$ cat config.mk
export PLATFORM = sky130hd
export DESIGN_NAME = tmr_regif
export DESIGN_NICKNAME = d
export VERILOG_FILES = /design/src/rtl/tmr_pkg.sv /design/src/rtl/tmr_cmd_dec.sv /design/src/rtl/tmr_chan.sv /design/src/rtl/tmr_regif.sv
export SDC_FILE = /design/constraint.sdc
export NUM_CORES = 1
export LEC_CHECK = 0
export CORE_MARGIN = 3
export CORE_UTILIZATION = 50
export DETAILED_ROUTE_END_ITERATION = 8
export PLACE_DENSITY = 0.74
export SLEW_MARGIN = 25
export SYNTH_ARGS = -nofsm -noshare
export SYNTH_HDL_FRONTEND = slang
export SYNTH_HIERARCHICAL = 1
export SYNTH_SLANG_ARGS = --single-unit
export TNS_END_PERCENT = 1
$ cat constraint.sdc
create_clock -name clk -period 2.4 [get_ports clk]
set_input_delay 0.24 -clock clk [delete_from_list [all_inputs] [get_ports clk]]
set_output_delay 0.24 -clock clk [all_outputs]
set_load 0.005 [all_outputs]
$ cat src/rtl/tmr_pkg.sv
package tmr_pkg;
  localparam int NCH   = 3;
  localparam int DW    = 8;
  localparam int CW    = 2 * DW;
  localparam int LW    = CW + 1;

  typedef enum logic [1:0] {
    ACC_NULL = 2'd0,
    ACC_LO   = 2'd1,
    ACC_HI   = 2'd2,
    ACC_WORD = 2'd3
  } acc_e;

  // 16-bit load of zero stands for a full 2^16 period
  function automatic logic [LW-1:0] reload_of(input logic [CW-1:0] v);
    reload_of = (v == '0) ? (LW'(1) << CW) : {1'b0, v};
  endfunction

  function automatic logic [DW-1:0] status_of(input logic o, input acc_e a,
                                              input logic [2:0] m, input logic b);
    status_of = {o, 1'b0, a, m, b};
  endfunction
endpackage

$ cat src/rtl/tmr_cmd_dec.sv
module tmr_cmd_dec
  import tmr_pkg::*;
(
  input  logic           wr_en,
  input  logic           rd_en,
  input  logic [1:0]     addr,
  input  logic [DW-1:0]  wr_data,
  output logic [NCH-1:0] cfg_wr,
  output logic [NCH-1:0] cnt_lat,
  output logic [NCH-1:0] st_lat,
  output logic [NCH-1:0] data_wr,
  output logic [NCH-1:0] data_rd
);
  logic cmd_wr, rb_cmd;
  assign cmd_wr = wr_en && (addr == 2'd3);
  assign rb_cmd = cmd_wr && (wr_data[7:6] == 2'd3);

  for (genvar i = 0; i < NCH; i++) begin : g_ch
    logic sel;
    assign sel        = cmd_wr && !rb_cmd && (wr_data[7:6] == 2'(i));
    assign cfg_wr[i]  = sel && (wr_data[5:4] != 2'd0);
    assign cnt_lat[i] = (sel && (wr_data[5:4] == 2'd0)) ||
                        (rb_cmd && wr_data[1+i] && !wr_data[5]);
    assign st_lat[i]  = rb_cmd && wr_data[1+i] && !wr_data[4];
    assign data_wr[i] = wr_en && (addr == 2'(i));
    assign data_rd[i] = rd_en && (addr == 2'(i));
  end
endmodule

$ cat src/rtl/tmr_chan.sv
module tmr_chan
  import tmr_pkg::*;
(
  input  logic          clk,
  input  logic          rst_n,
  input  logic          cfg_wr,
  input  logic          cnt_lat_cmd,
  input  logic          st_lat_cmd,
  input  logic          data_wr,
  input  logic          data_rd,
  input  logic [DW-1:0] wr_data,
  input  logic [CW-1:0] live_cnt,
  input  logic          out_bit,
  output logic [DW-1:0] rd_byte,
  output logic          load_stb,
  output logic [LW-1:0] load_val
);
  acc_e          acc, lat_st;
  logic [2:0]    op_mode;
  logic          bcd, rd_hi, wr_hi, st_pend;
  logic [DW-1:0] wr_lo, st_byte;
  logic [CW-1:0] lat_val;

  // read mux: status, then latched count, then live count
  always_comb begin
    if (st_pend)                rd_byte = st_byte;
    else if (lat_st == ACC_HI)  rd_byte = lat_val[CW-1:DW];
    else if (lat_st != ACC_NULL) rd_byte = lat_val[DW-1:0];
    else if (acc == ACC_HI)     rd_byte = live_cnt[CW-1:DW];
    else if (acc == ACC_WORD && rd_hi) rd_byte = live_cnt[CW-1:DW];
    else                        rd_byte = live_cnt[DW-1:0];
  end

  always_ff @(posedge clk) begin
    if (!rst_n) begin
      acc      <= ACC_LO;
      lat_st   <= ACC_NULL;
      op_mode  <= '0;
      bcd      <= 1'b0;
      rd_hi    <= 1'b0;
      wr_hi    <= 1'b0;
      st_pend  <= 1'b0;
      wr_lo    <= '0;
      st_byte  <= '0;
      lat_val  <= '0;
      load_stb <= 1'b0;
      load_val <= reload_of('0);
    end else begin
      load_stb <= 1'b0;
      if (data_rd) begin
        if (st_pend)                 st_pend <= 1'b0;
        else if (lat_st == ACC_WORD) lat_st  <= ACC_HI;
        else if (lat_st != ACC_NULL) lat_st  <= ACC_NULL;
        else if (acc == ACC_WORD)    rd_hi   <= ~rd_hi;
      end
      if (cnt_lat_cmd && lat_st == ACC_NULL) begin
        lat_val <= live_cnt;
        lat_st  <= acc;
      end
      if (st_lat_cmd && !st_pend) begin
        st_pend <= 1'b1;
        st_byte <= status_of(out_bit, acc, op_mode, bcd);
      end
      if (data_wr) begin
        unique case (acc)
          ACC_HI: begin
            load_stb <= 1'b1;
            load_val <= reload_of({wr_data, {DW{1'b0}}});
          end
          ACC_WORD: begin
            if (!wr_hi) begin
              wr_lo <= wr_data;
              wr_hi <= 1'b1;
            end else begin
              wr_hi    <= 1'b0;
              load_stb <= 1'b1;
              load_val <= reload_of({wr_data, wr_lo});
            end
          end
          default: begin
            load_stb <= 1'b1;
            load_val <= reload_of({{DW{1'b0}}, wr_data});
          end
        endcase
      end
      if (cfg_wr) begin
        acc     <= acc_e'(wr_data[5:4]);
        op_mode <= wr_data[3:1];
        bcd     <= wr_data[0];
        rd_hi   <= 1'b0;
        wr_hi   <= 1'b0;
      end
    end
  end

  // configuration restarts both byte toggles
  a_r2_cfg_restart: assert property (@(posedge clk) disable iff (!rst_n)
    (cfg_wr && !data_wr && !data_rd) |=> (!rd_hi && !wr_hi));
  // a pending count latch is never recaptured
  a_r3_latch_once: assert property (@(posedge clk) disable iff (!rst_n)
    (cnt_lat_cmd && lat_st != ACC_NULL && !data_rd) |=> $stable(lat_val));
  // a pending status latch is never replaced
  a_r4_status_once: assert property (@(posedge clk) disable iff (!rst_n)
    (st_lat_cmd && st_pend && !data_rd) |=> $stable(st_byte));
  // a status read leaves the count latch pending
  a_r6_status_first: assert property (@(posedge clk) disable iff (!rst_n)
    (data_rd && st_pend && !cnt_lat_cmd) |=> (!st_pend || st_lat_cmd) && $stable(lat_st));
  // a load strobe follows only a data write
  a_r9_stb_after_write: assert property (@(posedge clk) disable iff (!rst_n)
    load_stb |-> $past(data_wr));
  // the reload value never reads zero
  a_r10_never_zero: assert property (@(posedge clk) disable iff (!rst_n)
    load_stb |-> (load_val != '0));
endmodule

$ cat src/rtl/tmr_regif.sv
module tmr_regif
  import tmr_pkg::*;
(
  input  logic              clk,
  input  logic              rst_n,
  input  logic              wr_en,
  input  logic              rd_en,
  input  logic [1:0]        addr,
  input  logic [DW-1:0]     wr_data,
  output logic [DW-1:0]     rd_data,
  input  logic [NCH*CW-1:0] live_count,
  input  logic [NCH-1:0]    chan_out,
  output logic [NCH-1:0]    load_stb,
  output logic [NCH*LW-1:0] load_val
);
  logic [NCH-1:0] cfg_wr, cnt_lat, st_lat, data_wr, data_rd;
  logic [DW-1:0]  ch_rd [NCH];

  tmr_cmd_dec u_dec (
    .wr_en(wr_en), .rd_en(rd_en), .addr(addr), .wr_data(wr_data),
    .cfg_wr(cfg_wr), .cnt_lat(cnt_lat), .st_lat(st_lat),
    .data_wr(data_wr), .data_rd(data_rd)
  );

  for (genvar i = 0; i < NCH; i++) begin : g_chan
    tmr_chan u_chan (
      .clk(clk), .rst_n(rst_n),
      .cfg_wr(cfg_wr[i]), .cnt_lat_cmd(cnt_lat[i]), .st_lat_cmd(st_lat[i]),
      .data_wr(data_wr[i]), .data_rd(data_rd[i]), .wr_data(wr_data),
      .live_cnt(live_count[i*CW +: CW]), .out_bit(chan_out[i]),
      .rd_byte(ch_rd[i]), .load_stb(load_stb[i]),
      .load_val(load_val[i*LW +: LW])
    );
  end

  always_comb begin
    rd_data = '1;
    for (int i = 0; i < NCH; i++)
      if (addr == 2'(i)) rd_data = ch_rd[i];
  end

  // a command-port read never touches a channel
  a_r11_cmd_read_idle: assert property (@(posedge clk) disable iff (!rst_n)
    (rd_en && addr == 2'd3) |-> (data_rd == '0 && rd_data == 8'hFF));
  // at most one channel takes a configuration word
  a_r2_one_cfg: assert property (@(posedge clk) disable iff (!rst_n)
    $onehot0(cfg_wr));
endmodule

==> flow_metrics.py, run 1 <==
metrics = {
    "run_status": {
        "status": "complete, but fails checks",
        "violations": "negative setup slack",
    },
    "worst_setup_path": {
        "cp_slowest_stage_delay_ps": 330,
        "cp.required_ps": 2160,
        "r2r-start": "g_chan[0].u_chan/st_pend",
        "critPathCapture": "rd_data[4]",
        "crit_type": "register to output pin",
        "path_cells": "nand2b_4 -> nand2_8 -> a2111oi_4 -> buf_4 -> o31ai_4 -> mux2_4 -> o22a_1 -> buf_2",
        "cp_max_fo": 7,
        "timing.rr.end": "g_chan[0].u_chan/st_byte[0]",
        "arrival_ps": 2200,
        "rr_worst_depth": 5,
        "ff2ff_setup_slack_ps": 480,
        "critPathCaptureType": "output pin",
        "startpoint_type": "register",
        "cp_slowest_cell": "dfxtp_2",
        "setup.worst_path.start": "g_chan[0].u_chan/rd_hi",
    },
    "global_routing": {
        "track_usage_pct": 26.04,
        "grt_max_degree": 52,
        "grt_antenna_before_repair": 0,
        "grt_pass1_wl_um": 38650,
        "grt_overflow": 0,
        "grt_pass1_vias": 7471,
    },
    "die": {
        "fp.dieH_um": 137.2,
        "die_w_um": 137.2,
        "io_pins": 127,
        "start_util_pct": 51.52,
        "dieArea_um2": 18820,
        "row_count": 47,
        "core-area_um2": 16700,
    },
    "clocking": {
        "numCtsBuffers": 17,
        "holdBufCountCts": 0,
        "clock_sinks": 180,
        "post_cts_buffers": 0,
        "cts_root_buffer": "clkbuf_16",
        "clk_latency_ps": 440,
        "cts-htree-levels": 4,
        "cts_buffer_depth": 2,
        "cts.clk_slew.worst_paths_ps": 70,
        "cts_tree": "built",
    },
    "finish": {
        "final_cell_mix": "185 x nand2_1, 173 x dfxtp_1, 117 x clkdlybuf4s50_1",
        "diodes": 0,
        "area_delta_synth_final_pct": 31.18,
        "final_cell_area_um2": 11290,
        "fillers": 1337,
        "layout_commonest_cell": "nand2_1",
        "drive_above_1_share_pct": 14.72,
        "nNetsFinal": 1208,
    },
    "route": {
        "routed_wl_um": 24550,
        "drt_iter0_markers": 618,
        "avgViaCountPerCell": 5.672,
        "ant_nets": 0,
        "wl_per_cell_um": 17.85,
        "vias": 7799,
        "route.detailed.drc": 0,
        "firstDrtPassIters": 5,
    },
    "synthesis": {
        "ys_seq_area_share_pct": 41.88,
        "synth_area_um2": 8605,
        "synth.distinct_cells": 46,
        "yosys_warnings": 6,
        "synth_nets": 1071,
        "async_reset_ff_share_pct": 0,
        "ys_seq_elements": 180,
        "synth_edf_count": 0,
        "netlist_instances": 1006,
        "syn_area_per_cell_um2": 8.553,
        "synthFlopType": "dfxtp_1",
    },
    "placement": {
        "placedInstanceArea_um2": 10360,
        "dpl.hpwl_um": 16550,
        "io_buffers": 126,
        "preCtsSetupSlack_ps": -369.7,
        "gp_congestion": 0.8453,
    },
    "sta": {
        "hold_viol_final": 0,
        "period_share_pct": 101.8,
        "maxSlewHeadroom_pct": 53.73,
        "tightest_slew_ps": 694.1,
        "period_needed_ps": 2443,
        "finalSetupViolCount": 2,
        "fin_hold_ws_ps": 204.0,
        "rsz0062_at_grt": "true",
        "slew_viol_final": 0,
        "max_freq_mhz": 409.4,
        "skew_ps": 8.987,
        "setup_ws_ps": -42.65,
    },
    "pwr": {
        "peakVddDrop_uv": 510.4,
        "p_per_area_nw_per_um2": 582.8,
        "leakage_nw": 4.353,
        "total_power_w": 0.006578,
    },
    "min_path": {
        "min-delay-start": "rst_n",
        "hold_path_class": "input pin to register",
    },
    "job": {
        "cap_violations": 0,
    },
}
## repair_timing
action                     CTS  global route
pin swaps                   21            13
resized for setup          101            11
gates cloned                 0             0
setup endpoints to repair    8             6
## Yosys cell counts (24+ instances only)
master / n / area [um2]
buf_2: 26 / 130.1
inv_1: 35 / 131.4
a22o_1: 24 / 210.2
nor2b_1: 42 / 262.8
mux2i_1: 39 / 390.4
dfxtp_1: 180 / 3603
nand2b_1: 37 / 231.5
o211a_1: 27 / 270.3
a21boi_0: 63 / 473.0
nand2_1: 188 / 705.7
a21oi_1: 39 / 195.2
clkbuf_1: 30 / 112.6
nand3_1: 74 / 370.4
## worst min path at each step
stage | cells past startpoint | end | slack [ps]
3_5_place_dp | 2 | g_chan[0].u_chan/lat_val[12] | 450
5_1_grt | 2 | g_chan[1].u_chan/load_val[16] | 210
3_3_place_gp | 2 | g_chan[1].u_chan/lat_val[11] | 440
2_1_floorplan | 2 | g_chan[0].u_chan/acc[0] | 370
6_report | 2 | g_chan[0].u_chan/load_val[16] | 200
4_1_cts | 2 | g_chan[1].u_chan/load_val[16] | 190
## cells by family after synthesis
logic type,after synthesis,synth area share [%]
AND/OR/NAND/NOR,423,24.11
AO/OA/AOI/OAI,237,21.20
flip-flops,180,41.88
buffers and inverters,116,6.878
multiplexers,47,5.627
XOR/XNOR,3,0.3054
## through the flow
stage | TNS, ps | cells | util, %
CTS | -229.1 | 1375 | 67.28
global route | -429.3 | 1375 | 67.58
floorplan | 0 | 1006 | -
finish | -58.29 | 1375 | 67.58
global placement | -1710 | 1348 | 62.01
detailed placement | -1880 | 1348 | 62.01
## area by class of cell
| cell class | count | area, um2 | share of cell area [%] |
|---|---|---|---|
| multi-input cells | 710 | 4776 | 42.31 |
| clock buffers | 21 | 470.5 | 4.168 |
| clock inverters | 10 | 146.4 | 1.297 |
| inverters | 35 | 131.4 | 1.164 |
| repair buffers | 199 | 1871 | 16.57 |
| well taps | 220 | 275.3 | 2.439 |
| flip-flops and latches | 180 | 3617 | 32.05 |
## per-layer routing
metal | global-route usage [%] | wire length (um) | vias to the layer above
li1 | - | - | 3803
met1 | 34.89 | 10830 | 3683
met2 | 40.65 | 11260 | 272
met3 | 6.866 | 1936 | 41
met4 | 9.202 | 518 | 0
met5 | 0 | 0 | -
## power breakdown
group | switching, W | total [W] | leakage, nW | internal (W)
sequential | 0.0000227 | 0.00304 | 1.46 | 0.00302
combinational | 0.000285 | 0.000613 | 2.60 | 0.000328
clock | 0.00120 | 0.00292 | 0.300 | 0.00173
total | 0.00150 | 0.00658 | 4.35 | 0.00507
## critical path: cells and delay by family, from the launching register on
kind | cells | cell delay [ps]
compound gates | 3 | 550
simple gates | 2 | 280
mux | 1 | 280
buf+inv | 2 | 310
flops | 1 | 330
## sequential cells by signal, summed over array words and instances, names as in the netlist, 6 cells and up
signal / flops
g_chan.u_chan/load_val: 51
g_chan.u_chan/lat_val: 48
g_chan.u_chan/wr_lo: 24
g_chan.u_chan/st_byte: 21
g_chan.u_chan/op_mode: 9
g_chan.u_chan/acc: 6
g_chan.u_chan/lat_st: 6
No activity file was read; power rests on OpenSTA's default activity.
==> inputs of run 2 (changes only) <==
--- a/config.mk
+++ b/config.mk
@@ -9,6 +9,7 @@
 export CORE_UTILIZATION = 50
 export DETAILED_ROUTE_END_ITERATION = 8
 export PLACE_DENSITY = 0.74
+export SETUP_SLACK_MARGIN = 0.2
 export SLEW_MARGIN = 25
 export SYNTH_ARGS = -nofsm -noshare
 export SYNTH_HDL_FRONTEND = slang
==> flow_metrics.py, run 2 (synthesized netlist as in run 1, its figures left out) <==
metrics = {
    "worst_setup_path": {
        "cp_slowest_stage_delay_ps": 390,
        "cp_slowest_cell": "dfxtp_1",
        "path_buf_inv": 2,
        "critPathCaptureType": "output pin",
        "cp.required_ps": 2160,
        "cp_max_fo": 7,
        "crit_type": "register to output pin",
        "rr_worst_depth": 4,
        "arrival_ps": 2220,
        "r2r-start": "g_chan[1].u_chan/st_pend",
        "cp_num_cells": 8,
        "critical_path.top_delay_family": "compound AO/OA/AOI/OAI gates",
        "setup.worst_path.start": "g_chan[0].u_chan/acc[0]",
        "startpoint_type": "register",
        "path_cells": "nand2b_4 -> and3_1 -> a2111oi_4 -> buf_4 -> o31ai_4 -> mux2_4 -> o22a_1 -> buf_2",
    },
    "clocking": {
        "cts-htree-levels": 4,
        "clk_latency_ps": 430,
        "cts_root_buffer": "clkbuf_16",
        "numCtsBuffers": 17,
        "cts.clk_slew.worst_paths_ps": 70,
        "clock_sinks": 180,
        "cts_tree": "built",
        "cts_buffer_depth": 2,
    },
    "route": {
        "vias": 7811,
        "route.detailed.drc": 0,
        "drt_iter0_markers": 559,
        "routed_wl_um": 24630,
        "ant_nets": 0,
        "wl_per_cell_um": 17.85,
        "avgViaCountPerCell": 5.660,
        "firstDrtPassIters": 5,
    },
    "sta": {
        "maxSlewHeadroom_pct": 52.00,
        "finalSetupViolCount": 6,
        "hold_viol_final": 0,
        "setup_ws_ps": -62.66,
        "slew_viol_final": 0,
        "fin_hold_ws_ps": 215.3,
        "rsz0062_at_grt": "true",
        "skew_ps": 10.53,
        "max_freq_mhz": 406.1,
        "period_share_pct": 102.6,
        "period_needed_ps": 2463,
        "tightest_slew_ps": 720.1,
    },
    "min_path": {
        "whs_path_depth": 2,
        "min-delay-start": "rst_n",
        "hold_path_class": "input pin to register",
    },
    "pwr": {
        "peakVddDrop_uv": 499.5,
        "p_per_area_nw_per_um2": 580.7,
        "leakage_nw": 4.381,
        "total_power_w": 0.006582,
    },
    "global_routing": {
        "grt_pass1_vias": 7465,
        "grt_max_degree": 52,
        "grt_pass1_wl_um": 38740,
        "grt_overflow": 0,
        "track_usage_pct": 26.09,
        "grt_antenna_before_repair": 0,
    },
    "finish": {
        "diodes": 0,
        "layout_commonest_cell": "nand2_1",
        "fillers": 1340,
        "area_delta_synth_final_pct": 31.73,
        "regMostFlops": "g_chan.u_chan/load_val",
        "top_regs": "g_chan.u_chan/load_val x51, g_chan.u_chan/lat_val x48, g_chan.u_chan/wr_lo x24",
        "largest_reg_flops": 51,
        "final_cell_mix": "185 x nand2_1, 173 x dfxtp_1, 117 x clkdlybuf4s50_1",
        "nNetsFinal": 1213,
        "drive_above_1_share_pct": 15.17,
    },
    "placement": {
        "dpl.hpwl_um": 16550,
        "gp_congestion": 0.8453,
        "io_buffers": 126,
    },
    "job": {
        "cap_violations": 0,
    },
    "die": {
        "row_count": 47,
        "dieArea_um2": 18820,
        "die_w_um": 137.2,
        "core-area_um2": 16700,
        "fp.dieH_um": 137.2,
        "start_util_pct": 51.52,
        "io_pins": 127,
    },
    "run_status": {
        "status": "complete, but fails checks",
        "violations": "negative setup slack",
    },
}
## run 2: timing repair
| action | CTS | global route |
|---|---|---|
| hold buffers | 0 | 0 |
| setup buffers | 1 | 0 |
| gates resized for setup | 94 | 20 |
| endpoints found under the setup margin | 8 | 9 |
| pin swaps | 17 | 12 |
## run 2: worst register-to-register path: cells and delay by family, from the launching register on
family / cells / cell delay (ps)
DFF: 1 / 700
and+or+nand+nor: 2 / 430
buffers and inverters: 1 / 230
muxes: 1 / 240
## run 2: where the power goes
part | switching, W | internal [W]
logic | 0.000287 | 0.000334
clock network | 0.00119 | 0.00173
registers | 0.0000228 | 0.00302
total | 0.00150 | 0.00508
## run 2: cell type report
cell class / count / area, um2 / share of cell area (%)
Tap cell: 220 / 275.3 / 2.429
Multi-Input combinational cell: 710 / 4786 / 42.22
Clock inverter: 10 / 146.4 / 1.292
Inverter: 35 / 131.4 / 1.159
Timing Repair Buffer: 204 / 1908 / 16.83
Clock buffer: 21 / 470.5 / 4.151
Sequential cell: 180 / 3617 / 31.91
## run 2: worst paths after layout
path	slack, ps	endpoint
setup / recovery	-60	rd_data[1]
hold / removal	220	g_chan[1].u_chan/load_val[16]
setup reg to reg	680	g_chan[1].u_chan/st_byte[3]
hold reg to reg	450	g_chan[0].u_chan/lat_val[12]
## run 2: layer usage
metal / up-vias / global-route usage, % / part of all wire, % / routed length (um)
li1: 3800 / - / - / -
met1: 3711 / 34.96 / 45 / 11010
met2: 269 / 41.25 / 46 / 11360
met3: 31 / 6.976 / 7.6 / 1883
met4: 0 / 8.038 / 1.6 / 385
met5: - / 0 / 0 / 0
## run 2: stage by stage
| step | worst slack, ps | std cells | TNS (ps) | area, um2 | utilization (%) |
|---|---|---|---|---|---|
| finish | -62.66 | 1380 | -167.6 | 11330 | 67.87 |
| detailed placement | -369.7 | 1348 | -1880 | 10360 | 62.01 |
| floorplan | 577.4 | 1006 | 0 | 8605 | - |
| global route | -144.5 | 1380 | -768.3 | 11330 | 67.87 |
| global placement | -426.6 | 1348 | -1710 | 10360 | 62.01 |
| CTS | -77.37 | 1380 | -458.8 | 11250 | 67.39 |
